### config.mk
export PLATFORM = sky130hd
export DESIGN_NAME = llsc_link_unit
export DESIGN_NICKNAME = d
export VERILOG_FILES = /design/src/rtl/llsc_pkg.sv /design/src/rtl/llsc_link_slot.sv /design/src/rtl/llsc_commit_gate.sv /design/src/rtl/llsc_link_unit.sv
export SDC_FILE = /design/constraint.sdc
export NUM_CORES = 1
export LEC_CHECK = 0
export BUFFER_PORTS_ARGS = -buffer_cell sky130_fd_sc_hd__buf_2
export CORE_UTILIZATION = 54
export DETAILED_ROUTE_END_ITERATION = 8
export GPL_TIMING_DRIVEN = 0
export PLACE_DENSITY = 0.92
export SLEW_MARGIN = 30
export SYNTH_ARGS = -nofsm -noshare
export SYNTH_HDL_FRONTEND = slang
export SYNTH_HIERARCHICAL = 1
export SYNTH_SLANG_ARGS = --single-unit
### constraint.sdc
create_clock -name clk -period 5.4 [get_ports clk]
set_input_delay 0.27 -clock clk [delete_from_list [all_inputs] [get_ports clk]]
set_output_delay 0.27 -clock clk [all_outputs]
set_load 0.01 [all_outputs]
### src/rtl/llsc_pkg.sv
package llsc_pkg;

  typedef enum logic [1:0] {
    OP_LOAD  = 2'd0,
    OP_STORE = 2'd1,
    OP_LL    = 2'd2,
    OP_SC    = 2'd3
  } llsc_op_e;

endpackage

### src/rtl/llsc_link_slot.sv
module llsc_link_slot
  import llsc_pkg::*;
#(
  parameter int ADDR_W    = 32,
  parameter int WORD_LSB  = 2,
  parameter int BLOCK_LSB = 3
) (
  input  logic              clk,
  input  logic              rst_n,
  input  logic              req_valid,
  input  llsc_op_e          req_op,
  input  logic [ADDR_W-1:0] req_addr,
  input  logic              snoop_valid,
  input  logic [ADDR_W-1:0] snoop_addr,
  output logic              sc_ok
);

  localparam int WORD_W  = ADDR_W - WORD_LSB;
  localparam int BLOCK_W = ADDR_W - BLOCK_LSB;
  localparam int SUB_W   = BLOCK_LSB - WORD_LSB;

  function automatic logic [WORD_W-1:0] word_of(input logic [ADDR_W-1:0] a);
    return a[ADDR_W-1:WORD_LSB];
  endfunction

  function automatic logic [BLOCK_W-1:0] block_of(input logic [ADDR_W-1:0] a);
    return a[ADDR_W-1:BLOCK_LSB];
  endfunction

  function automatic logic [BLOCK_W-1:0] block_of_word(input logic [WORD_W-1:0] w);
    return w[WORD_W-1:SUB_W];
  endfunction

  logic              link_vld;
  logic [WORD_W-1:0] link_word;

  // named events for the assertions
  logic is_ll, is_sc, is_store;
  logic word_hit, snoop_kills_link, snoop_kills_ll;
  logic ev_set, ev_clr_snoop, ev_clr_sc, ev_clr_store;

  always_comb begin
    is_ll            = req_valid && (req_op == OP_LL);
    is_sc            = req_valid && (req_op == OP_SC);
    is_store         = req_valid && (req_op == OP_STORE);
    word_hit         = link_vld && (word_of(req_addr) == link_word);
    snoop_kills_link = link_vld && snoop_valid &&
                       (block_of(snoop_addr) == block_of_word(link_word));
    snoop_kills_ll   = snoop_valid && (block_of(snoop_addr) == block_of(req_addr));
    ev_set           = is_ll && !snoop_kills_ll;
    ev_clr_snoop     = snoop_kills_link;
    ev_clr_sc        = is_sc;
    ev_clr_store     = is_store && word_hit;
    sc_ok            = is_sc && word_hit && !snoop_kills_link;
  end

  always_ff @(posedge clk) begin
    if (!rst_n) begin
      link_vld  <= 1'b0;
      link_word <= '0;
    end else if (is_ll) begin
      link_vld  <= ev_set;
      link_word <= word_of(req_addr);
    end else if (ev_clr_snoop || ev_clr_sc || ev_clr_store) begin
      link_vld  <= 1'b0;
    end
  end

  assert_ll_records_R1: assert property (@(posedge clk) disable iff (!rst_n)
    ev_set |=> (link_vld && link_word == $past(word_of(req_addr))));

  assert_snoop_clears_R5: assert property (@(posedge clk) disable iff (!rst_n)
    (snoop_kills_link && !is_ll) |=> !link_vld);

  assert_snoop_beats_ll_R5: assert property (@(posedge clk) disable iff (!rst_n)
    (is_ll && snoop_kills_ll) |=> !link_vld);

  assert_sc_clears_R6: assert property (@(posedge clk) disable iff (!rst_n)
    is_sc |=> !link_vld);

  assert_store_clears_R7: assert property (@(posedge clk) disable iff (!rst_n)
    ev_clr_store |=> !link_vld);

  assert_reset_empty_R8: assert property (@(posedge clk)
    !rst_n |=> !link_vld);

endmodule

### src/rtl/llsc_commit_gate.sv
module llsc_commit_gate
  import llsc_pkg::*;
#(
  parameter int DATA_W = 32
) (
  input  logic              req_valid,
  input  llsc_op_e          req_op,
  input  logic              sc_ok,
  output logic              mem_we,
  output logic              success,
  output logic [DATA_W-1:0] rd_value
);

  function automatic logic [DATA_W-1:0] status_word(input logic ok);
    return {{(DATA_W-1){1'b0}}, ok};
  endfunction

  logic plain_store, cond_store;

  always_comb begin
    plain_store = req_valid && (req_op == OP_STORE);
    cond_store  = req_valid && (req_op == OP_SC);
    success     = cond_store && sc_ok;
    mem_we      = plain_store || success;
    rd_value    = cond_store ? status_word(success) : '0;
  end

  always_comb begin
    assert_load_no_write_R3: assert (!(req_valid && (req_op == OP_LOAD || req_op == OP_LL) && mem_we));
  end

endmodule

### src/rtl/llsc_link_unit.sv
module llsc_link_unit
  import llsc_pkg::*;
#(
  parameter int NUM_CORES   = 2,
  parameter int ADDR_W      = 32,
  parameter int DATA_W      = 32,
  parameter int WORD_BYTES  = 4,
  parameter int BLOCK_WORDS = 2
) (
  input  logic                        clk,
  input  logic                        rst_n,
  input  logic [NUM_CORES-1:0]        req_valid,
  input  logic [2*NUM_CORES-1:0]      req_op,
  input  logic [ADDR_W*NUM_CORES-1:0] req_addr,
  input  logic [NUM_CORES-1:0]        snoop_valid,
  input  logic [ADDR_W*NUM_CORES-1:0] snoop_addr,
  output logic [NUM_CORES-1:0]        mem_write_en,
  output logic [NUM_CORES-1:0]        sc_success,
  output logic [DATA_W*NUM_CORES-1:0] sc_rd_value
);

  localparam int WORD_LSB  = $clog2(WORD_BYTES);
  localparam int BLOCK_LSB = WORD_LSB + $clog2(BLOCK_WORDS);

  for (genvar c = 0; c < NUM_CORES; c++) begin : g_core
    llsc_op_e          op;
    logic              sc_ok;
    logic [DATA_W-1:0] rd_val;

    assign op = llsc_op_e'(req_op[2*c +: 2]);

    llsc_link_slot #(
      .ADDR_W   (ADDR_W),
      .WORD_LSB (WORD_LSB),
      .BLOCK_LSB(BLOCK_LSB)
    ) u_slot (
      .clk        (clk),
      .rst_n      (rst_n),
      .req_valid  (req_valid[c]),
      .req_op     (op),
      .req_addr   (req_addr[ADDR_W*c +: ADDR_W]),
      .snoop_valid(snoop_valid[c]),
      .snoop_addr (snoop_addr[ADDR_W*c +: ADDR_W]),
      .sc_ok      (sc_ok)
    );

    llsc_commit_gate #(
      .DATA_W(DATA_W)
    ) u_gate (
      .req_valid(req_valid[c]),
      .req_op   (op),
      .sc_ok    (sc_ok),
      .mem_we   (mem_write_en[c]),
      .success  (sc_success[c]),
      .rd_value (rd_val)
    );

    assign sc_rd_value[DATA_W*c +: DATA_W] = rd_val;

    assert_sc_write_needs_ok_R3: assert property (@(posedge clk) disable iff (!rst_n)
      (req_valid[c] && op == OP_SC && mem_write_en[c]) |-> sc_ok);

    assert_rd_value_R4: assert property (@(posedge clk) disable iff (!rst_n)
      (sc_rd_value[DATA_W*c +: DATA_W] != '0) |-> (sc_success[c] && sc_ok));

    assert_success_only_on_sc_R2: assert property (@(posedge clk) disable iff (!rst_n)
      sc_ok |-> (req_valid[c] && op == OP_SC));
  end

endmodule

==> impl_metrics.tcl, run 1 <==
set metrics [dict create \
    outcome "complete, no violations" \
    num_vias 5195 \
    tns_ns 0 \
    synthTopCellsByArea "dfxtp_1, xor2_1, nand2_1" \
    synthMuxAreaShare_pct 0 \
    switching_share_pct 31.9 \
    synthXorXnorAreaFrac_pct 31.1 \
    clk_path_buf_depth 2 \
    syn_inst 642 \
    synth.most_common_cell "nand2_1" \
    cp-end-kind "primary output" \
    die_area_um2 9870 \
    power_switching_w 0.000415 \
    power_frac_comb_pct 26.5 \
    cp.arrival_ns 2.51 \
    io_buffer_count 133 \
    drc 0 \
    ys_async_sr_fraction_pct 0 \
    cts_setup_buffers 0 \
    ys_seq_elements 62 \
    worst_pin_slew_ns 0.535 \
    diodes 0 \
    cts_tree "yes" \
    clkLatencyLatePin_ns 0.34 \
    finalMaxSlewViolations 0 \
    dieWidth_um 99.3 \
    totalWireLength_um 15300 \
    pwr-share-clk_pct 35.7 \
    yosysTopAreaCell "dfxtp_1" \
    final_layout_size_suffix_gt1_share_pct 26.0 \
    rsz0062_at_grt "false" \
    first_pass_iters 5 \
    synthTopCellsByCount "nand2_1, xor2_1, buf_4" \
    antenna_left 0 \
    worstSetupPathType "register to primary output" \
    grt_overflow 0 \
    syn_to_final_growth_pct 24.5 \
    ir_drop_mv 0.138 \
    drv_cap 0 \
    gp_congestion 0.998 \
    worst_slack_ns 2.62 \
    grt_pass1_wl_um 23500 \
    htreeDepth 3 \
    antenna_found_initial 0 \
    finalSetupViolations 0 \
    clockRootBuffer "clkbuf_8" \
    synth_compound_area_share_pct 10.1 \
    cts_resized 0 \
    fp-row-count 35 \
    max_freq_ghz 0.360 \
    clock-sinks 62 \
    p_seq_share_pct 37.8 \
    nNetsFinal 984 \
    synth_area_per_cell_um2 7.97 \
    power.internal_w 0.000883 \
    ctsHoldBuffers 0 \
    ys_seq_area_share_pct 24.3 \
    hp-class "input pin to register" \
    clock_skew_ns 0.00843 \
    synth.distinct_cells 26 \
    grt.total_usage_pct 31.0 \
    worst_path_max_delay_cell "dfxtp_1" \
    synth_top_family_by_area "XOR/XNOR gates" \
    synth_edf_count 0 \
    syn_area_um2 5110 \
    cpPeakStageDelay_ns 0.37 \
    io-pin-count 206 \
    grt_pass1_vias 5000 \
    pre_cts_ws_ns 2.93 \
    drt_iter0_drc 311 \
    grt_max_degree 13 \
    p_per_area_nw_per_um2 204 \
    cellLeakagePower_nw 2.87 \
    yosysWarnings 6 \
    synth_ff_type "dfxtp_1" \
    slew_headroom_pct 64.0 \
    yosys.area_share.adder_pct 0 \
    cts_inserted_buffers 9 \
    start_kind "register" \
    finalCriticalPeriod_ns 2.78 \
    required_ns 5.13 \
    vias_per_cell 5.40 \
    hold_viol 0 \
    clkSlewWorstSetupHoldPaths_ns 0.07 \
    wl_per_cell_um 15.9 \
    fp.coreArea_um2 9200 \
    synthSimpleGateAreaFrac_pct 23.5 \
    fin_crit_sh_pct 51.4 \
    timing.critical_path.mode_cell "nand2_1" \
    crit_chain "xnor2_1 > nand2_1 > or3b_1 > nor4_1 > nor4b_2 > nand2_1 > nor2_1 > buf_4 > buf_2" \
    critPathMaxFanout 3 \
    dp_hpwl_um 12600 \
    die_y_um 99.3 \
    start_util_pct 55.6 \
    yosysTopAreaCellShare_pct 24.3 \
]
[metrics by stage]
stage	hold WS [ns]	power [W]	util [%]	cells	area (um^2)
global placement	0.453	0.000827	66.8	946	6140
global route	0.193	0.00135	69.2	962	6370
floorplan	0.405	0.000697	-	702	5340
finish	0.185	0.00130	69.2	962	6370
CTS	0.172	0.00129	69.2	962	6370
detailed placement	0.465	0.000832	66.8	946	6140
[placed cells by master (no fill, tap or decap), types with 2 or more instances in the layout]
master and instances:
nand2_1 136, buf_2 133, xor2_1 118, buf_4 64
conb_1 62, dfxtp_1 62, xnor2_1 56, nor4_1 50
a21boi_1 44, nand4_1 28, clkbuf_1 18, nor2_1 16
a21boi_0 16, clkbuf_8 9, nand3_1 4, or4_1 4
clkinv_4 3, bufinv_16 2, inv_1 2, a21oi_2 2
and3b_1 2, xor2_2 2, xnor2_2 2, or3b_1 2
nor4b_2 2, or2_1 2, nor4b_1 2, o221ai_1 2
o211ai_1 2, o311ai_1 2
[per-layer routing]
layer	routed length, um	vias to the layer above	GRT usage, %
li1	-	2459	-
met1	5950	2340	35.3
met2	7250	325	53.6
met3	1410	71	6.82
met4	703	0	17.4
met5	0	-	0
[path summary, 6_finish.rpt]
path	endpoint	from	slack [ns]	depth (start not counted)
worst max-delay path	sc_rd_value[32]	g_core[1].u_slot/link_word[14]	2.62	9
worst max register to register	g_core[1].u_slot/link_vld	g_core[1].u_slot/link_word[7]	3.52	5
worst min-delay path	g_core[1].u_slot/link_word[0]	req_addr[34]	0.19	3
worst min register to register	g_core[1].u_slot/link_word[0]	g_core[1].u_slot/link_word[0]	0.47	2
[flip-flops by register name (all words and copies together) (netlist names)]
register / cells
g_core.u_slot/link_vld: 2
g_core.u_slot/link_word: 60
[logic make-up (layout without fill, tap and decap cells)]
| family | after synthesis | in the layout |
|---|---|---|
| AO/OA/AOI/OAI | 68 | 68 |
| flip-flops | 62 | 62 |
| other | 2 | 62 |
| AND/OR/NAND/NOR | 248 | 248 |
| buffers and inverters | 84 | 233 |
| XOR/XNOR | 178 | 178 |
[critical path, delay by kind of cell (launching register included)]
family	cells	cell delay, ns
xor gates and xnor gates	1	0.26
buffers and inverters	2	0.23
DFF	1	0.37
and+or+nand+nor	6	1.30
[power groups by stage]
stage	combinational (W)	sequential (W)	clock (W)
2_1_floorplan	0.000200	0.000497	0
3_3_place_gp	0.000328	0.000499	0
3_5_place_dp	0.000331	0.000501	0
4_1_cts	0.000333	0.000490	0.000468
5_1_grt	0.000367	0.000492	0.000486
6_report	0.000343	0.000490	0.000464
[area by class of cell]
type                       instances  area (um^2)
multi-input combinational        556         3540
fill                             784         2830
sequential                        62         1240
timing repair buffer             133          666
buffer                            82          548
tap                              111          139
clock buffer                       9          124
clock inverter                     7         98.8
inverter                           2         7.51
Note: power is estimated with default switching activity, not from simulation.
==> run 2, diff against run 1 <==
--- a/config.mk
+++ b/config.mk
@@ -5,11 +5,12 @@
 export SDC_FILE = /design/constraint.sdc
 export NUM_CORES = 1
 export LEC_CHECK = 0
+export ABC_AREA = 1
 export BUFFER_PORTS_ARGS = -buffer_cell sky130_fd_sc_hd__buf_2
-export CORE_UTILIZATION = 54
+export CORE_UTILIZATION = 51
 export DETAILED_ROUTE_END_ITERATION = 8
 export GPL_TIMING_DRIVEN = 0
-export PLACE_DENSITY = 0.92
+export PLACE_DENSITY = 0.86
 export SLEW_MARGIN = 30
 export SYNTH_ARGS = -nofsm -noshare
 export SYNTH_HDL_FRONTEND = slang
==> constraint.sdc (replaced) <==
create_clock -name clk -period 2.7 [get_ports clk]
set_input_delay 0.135 -clock clk [delete_from_list [all_inputs] [get_ports clk]]
set_output_delay 0.135 -clock clk [all_outputs]
set_load 0.01 [all_outputs]
==> run 2 against run 1 <==
Against the previous run:
- sequential share of layout area down 1.2 points
- highest routed layer unchanged
- global-route usage up 0.26 points
- first-iteration DRC count up 120%
- non-clock buffer count down 2
- flip-flop and latch count unchanged
- final cell count up 38%
- synthesized cell count up 53%
- via count up 26%
- power up 110%
==> impl_metrics.tcl, run 2 <==
set metrics [dict create \
    cts_tree "yes" \
    reg2reg_slack_ns 1.24 \
    required_ns 2.57 \
    fillerInstances 1043 \
    grt.total_usage_pct 31.2 \
    finalSetupViolations 0 \
    worst_pin_slew_ns 0.564 \
    grt_max_degree 11 \
    num_vias 6535 \
    dp_cells 1313 \
    rsz0062_at_grt "false" \
    clockRootBuffer "clkbuf_8" \
    ys_async_sr_fraction_pct 0 \
    antenna_left 0 \
    yosysWarnings 6 \
    start_kind "register" \
    cellLeakagePower_nw 3.70 \
    die_area_um2 11200 \
    finalCriticalPeriod_ns 2.30 \
    synth.most_common_cell "nand2_1" \
    htreeDepth 3 \
    fp.coreArea_um2 10400 \
    hold_viol 0 \
    grt_overflow 0 \
    first_pass_iters 6 \
    hp-class "input pin to register" \
    die_y_um 106 \
    io-pin-count 206 \
    max_freq_ghz 0.435 \
    drc 0 \
    final_layout_size_suffix_gt1_share_pct 21.3 \
    cp.buffers_inverters 2 \
    syn_to_final_growth_pct 23.6 \
    timing.critical_path.mode_cell "nand2_1" \
    pre_cts_ws_ns 0.816 \
    top_regs "g_core.u_slot/link_word: 60 flops, g_core.u_slot/link_vld: 2 flops" \
    ctsHoldBuffers 0 \
    yosysTopAreaCellShare_pct 23.8 \
    wl_per_cell_um 13.1 \
    ys_seq_elements 62 \
    fin_crit_sh_pct 85.1 \
    clock-sinks 62 \
    drt_iter0_drc 686 \
    ys_seq_area_share_pct 22.6 \
    synthTopCellsByCount "nand2_1, inv_1, nor2_1" \
    grt_pass1_wl_um 27100 \
    gp_congestion 0.991 \
    yosysTopAreaCell "nand2_1" \
    synth_area_per_cell_um2 5.59 \
    totalWireLength_um 17400 \
    cts_resized 0 \
    critPathMaxFanout 2 \
    layout_commonest_cell "nand2_1" \
    cts_inserted_buffers 9 \
    largest_reg_flops 60 \
    crit_chain "xnor2_1 > nand3_1 > nor2_1 > nand2_1 > nor2_1 > nand2_1 > nor3_1 > nand2_1 > nor2_2 > buf_4 > buf_2" \
    worst_path_max_delay_cell "dfxtp_1" \
    nNetsFinal 1326 \
    slew_headroom_pct 62.4 \
    cts_setup_buffers 0 \
    fin_cells 1329 \
    cp_top_family "simple AND/OR/NAND/NOR gates" \
    finalMaxSlewViolations 0 \
    cpPeakStageDelay_ns 0.32 \
    diodes 0 \
    cp-end-kind "primary output" \
    ir_drop_mv 0.211 \
    worst_slack_ns 0.402 \
    syn_area_um2 5500 \
    clkLatencyLatePin_ns 0.35 \
    final_cell_mix "nand2_1, buf_2, inv_1" \
    worstSetupPathType "register to primary output" \
    placed_area_um2 6560 \
    cp.arrival_ns 2.16 \
    dieWidth_um 106 \
    p_per_area_nw_per_um2 403 \
    grt_pass1_vias 5562 \
    total_power_w 0.00274 \
    outcome "complete, no violations" \
    synthTopCellsByArea "nand2_1, dfxtp_1, inv_1" \
    synth_edf_count 0 \
    start_util_pct 53.0 \
    largest-register "g_core.u_slot/link_word" \
    fp-row-count 37 \
    drv_cap 0 \
    vias_per_cell 4.92 \
    antenna_found_initial 0 \
    synth.distinct_cells 27 \
    dp_hpwl_um 14100 \
    clock_skew_ns 0.00730 \
    clk_path_buf_depth 2 \
    clkSlewWorstSetupHoldPaths_ns 0.07 \
    tns_ns 0 \
    design_area_um2 6790 \
    synth_ff_type "dfxtp_1" \
    io_buffer_count 133 \
    syn_inst 984 \
]
## run 2: logic make-up after synthesis
kind of cell,synth area share (%)
DFF,22.6
xor gates and xnor gates,6.37
other,0.137
AOI/OAI and AO/OA,12.7
and+or+nand+nor,37.7
buffers and inverters,20.6
## run 2: layer usage
| layer | GRT usage [%] | wire length, um | up-vias |
|---|---|---|---|
| met5 | 0 | 0 | - |
| met3 | 4.14 | 1860 | 55 |
| li1 | - | - | 3303 |
| met4 | 13.6 | 561 | 0 |
| met1 | 43.6 | 7480 | 2785 |
| met2 | 47.8 | 7450 | 392 |
## run 2: area by class of cell
type | instances | area (um^2) | area share, %
inverter | 154 | 578 | 8.51
multi-input combinational | 748 | 3350 | 49.3
timing repair buffer | 133 | 666 | 9.80
sequential | 62 | 1240 | 18.3
tap | 136 | 170 | 2.51
clock buffer | 13 | 169 | 2.49
buffer | 80 | 553 | 8.14
clock inverter | 3 | 65.1 | 0.958
## run 2: worst paths after layout
check | startpoint | to | depth (start not counted)
setup / recovery | g_core[1].u_slot/link_word[0] | sc_rd_value[32] | 11
setup reg to reg | g_core[1].u_slot/link_word[0] | g_core[1].u_slot/link_vld | 8
hold reg to reg | g_core[0].u_slot/link_word[13] | g_core[0].u_slot/link_word[13] | 2
hold / removal | req_addr[34] | g_core[1].u_slot/link_word[0] | 3
## run 2: tightest hold or removal path, delay by kind of cell
family                 cells  cell delay [ns]
buffers and inverters      1             0.10
and+or+nand+nor            2             0.12
## run 2: metrics by stage
step | util (%) | hold slack [ns]
3_3_place_gp | 63.2 | 0.398
2_1_floorplan | - | 0.263
5_1_grt | 65.5 | 0.0659
6_report | 65.5 | 0.0431
4_1_cts | 65.5 | 0.0305
3_5_place_dp | 63.2 | 0.399
## run 2: where the power goes
part | leakage (nW) | internal (W) | switching [W] | total (W)
combinational | 3.07 | 0.000305 | 0.000446 | 0.000751
clock | 0.120 | 0.000595 | 0.000383 | 0.000978
sequential | 0.507 | 0.000962 | 0.0000464 | 0.00101
==> run 3, diff against run 2 <==
--- a/config.mk
+++ b/config.mk
@@ -5,9 +5,8 @@
 export SDC_FILE = /design/constraint.sdc
 export NUM_CORES = 1
 export LEC_CHECK = 0
-export ABC_AREA = 1
 export BUFFER_PORTS_ARGS = -buffer_cell sky130_fd_sc_hd__buf_2
-export CORE_UTILIZATION = 51
+export CORE_UTILIZATION = 50
 export DETAILED_ROUTE_END_ITERATION = 8
 export GPL_TIMING_DRIVEN = 0
 export PLACE_DENSITY = 0.86
==> run 3 against run 2 <==
Against the previous run:
- design area fell by 5.8%
- power is 6.2% lower
- clock power is 7.0% lower
- die area shrank 5.0%
- setup slack worse by 0.29 ns
==> impl_metrics.tcl, run 3 (same netlist as run 1, synthesis figures left out) <==
set metrics [dict create \
    fp.coreArea_um2 9860 \
    worst_path_max_delay_cell "dfxtp_1" \
    drv_cap 0 \
    largest-register "g_core.u_slot/link_word" \
    gp_congestion 1.02 \
    die_area_um2 10600 \
    cellLeakagePower_nw 2.87 \
    fillerInstances 875 \
    grt.total_usage_pct 27.2 \
    hp-class "input pin to register" \
    cts_inserted_buffers 9 \
    start_util_pct 51.9 \
    crit_chain "xnor2_1 > nand2_1 > or3b_1 > nor4_1 > nor4b_4 > inv_1 > a21oi_2 > buf_2" \
    totalWireLength_um 14400 \
    first_pass_iters 5 \
    clkSlewWorstSetupHoldPaths_ns 0.07 \
    dp_cells 968 \
    ff_latch_area_um2 1240 \
    finalSetupViolations 0 \
    top_regs "g_core.u_slot/link_word: 60 flops, g_core.u_slot/link_vld: 2 flops" \
    vias_per_cell 5.09 \
    die_y_um 103 \
    grt_overflow 0 \
    outcome "complete, no violations" \
    pwr-share-clk_pct 35.5 \
    dieWidth_um 103 \
    fp-row-count 36 \
    start_kind "register" \
    rsz0062_at_grt "false" \
    antenna_found_initial 0 \
    power.internal_w 0.00179 \
    final_cell_mix "nand2_1, buf_2, xor2_1" \
    cpPeakStageDelay_ns 0.35 \
    nNetsFinal 984 \
    power_switching_w 0.000781 \
    worstSetupPathType "register to primary output" \
    grt_pass1_wl_um 21700 \
    cp.arrival_ns 2.45 \
    num_vias 5004 \
    slew_headroom_pct 59.9 \
    max_freq_ghz 0.387 \
    htreeDepth 3 \
    power_frac_comb_pct 26.4 \
    drc 0 \
    switching_share_pct 30.4 \
    fin_crit_sh_pct 95.8 \
    layout_commonest_cell "nand2_1" \
    grt_pass1_vias 4500 \
    fin_cells 984 \
    cts_tree "yes" \
    largest_reg_flops 60 \
    clk_path_buf_depth 2 \
    critPathMaxFanout 3 \
    ir_drop_mv 0.251 \
    syn_to_final_growth_pct 25.0 \
    p_per_area_nw_per_um2 401 \
    clock-sinks 62 \
    finalCriticalPeriod_ns 2.59 \
    wl_per_cell_um 14.7 \
    clkLatencyLatePin_ns 0.34 \
    cp.buffers_inverters 2 \
    clockRootBuffer "clkbuf_8" \
    finalMaxSlewViolations 0 \
    dp_hpwl_um 12100 \
    drt_iter0_drc 279 \
    io_buffer_count 133 \
    tns_ns 0 \
    diodes 0 \
    cp_top_family "simple AND/OR/NAND/NOR gates" \
    final_layout_size_suffix_gt1_share_pct 25.7 \
    clock_skew_ns 0.00944 \
    grt_max_degree 11 \
    worst_pin_slew_ns 0.601 \
    io-pin-count 206 \
    cp-end-kind "primary output" \
    required_ns 2.57 \
    p_seq_share_pct 38.2 \
    hold_viol 0 \
    ctsHoldBuffers 0 \
    multi_input_area_um2 3550 \
    antenna_left 0 \
]
## run 3: worst paths after layout
check / from / end / slack (ns) / depth (start not counted)
max reg2reg: g_core[1].u_slot/link_word[7] / g_core[1].u_slot/link_vld / 0.76 / 5
max: g_core[1].u_slot/link_word[14] / mem_write_en[1] / 0.11 / 8
min reg2reg: g_core[0].u_slot/link_word[0] / g_core[0].u_slot/link_word[0] / 0.47 / 2
min: req_addr[2] / g_core[0].u_slot/link_word[0] / 0.05 / 3
## run 3: repair_timing
item | 4_1_cts | 5_1_grt
setup endpoints to repair | 0 | 1
setup buffers | 0 | 0
resized for setup | 0 | 1
## run 3: area by class of cell
| class | count | share of cell area, % |
|---|---|---|
| Multi-Input combinational cell | 556 | 55.5 |
| Sequential cell | 62 | 19.4 |
| Tap cell | 133 | 2.60 |
| Inverter | 2 | 0.117 |
| Timing Repair Buffer | 133 | 10.4 |
| Clock inverter | 4 | 1.10 |
| Clock buffer | 12 | 2.27 |
| Buffer | 82 | 8.57 |
## run 3: layer usage
layer	vias to the layer above	wire length, um	share of wire (%)	track usage [%]
met5	-	0	0	0
met4	0	459	3.2	10.6
met3	38	1210	8.4	3.86
met2	258	6770	47	46.6
met1	2250	5980	41	34.6
li1	2458	-	-	-
## run 3: power groups by stage
| stage | logic (W) | clock network (W) | registers [W] |
|---|---|---|---|
| 2_1_floorplan | 0.000400 | 0 | 0.000994 |
| 3_3_place_gp | 0.000654 | 0 | 0.000999 |
| 3_5_place_dp | 0.000659 | 0 | 0.00100 |
| 4_1_cts | 0.000662 | 0.000928 | 0.000979 |
| 5_1_grt | 0.000735 | 0.000967 | 0.000984 |
| 6_report | 0.000677 | 0.000910 | 0.000980 |
## run 3: stage by stage
step                hold slack (ns)  instance area, um^2  utilization, %  power (W)  setup WS (ns)
floorplan                     0.270                 5340               -    0.00139          0.753
finish                       0.0493                 6400            64.8    0.00257          0.113
global route                 0.0572                 6400            64.8    0.00269       0.000260
CTS                          0.0448                 6390            64.8    0.00257         0.0995
detailed placement            0.401                 6170            62.6    0.00166          0.478
global placement              0.395                 6170            62.6    0.00165          0.517
## run 3: tightest hold or removal path, cell delays in order
cell and delay, ns:
buf_2 0.11, nand2_1 0.05, a21boi_1 0.05
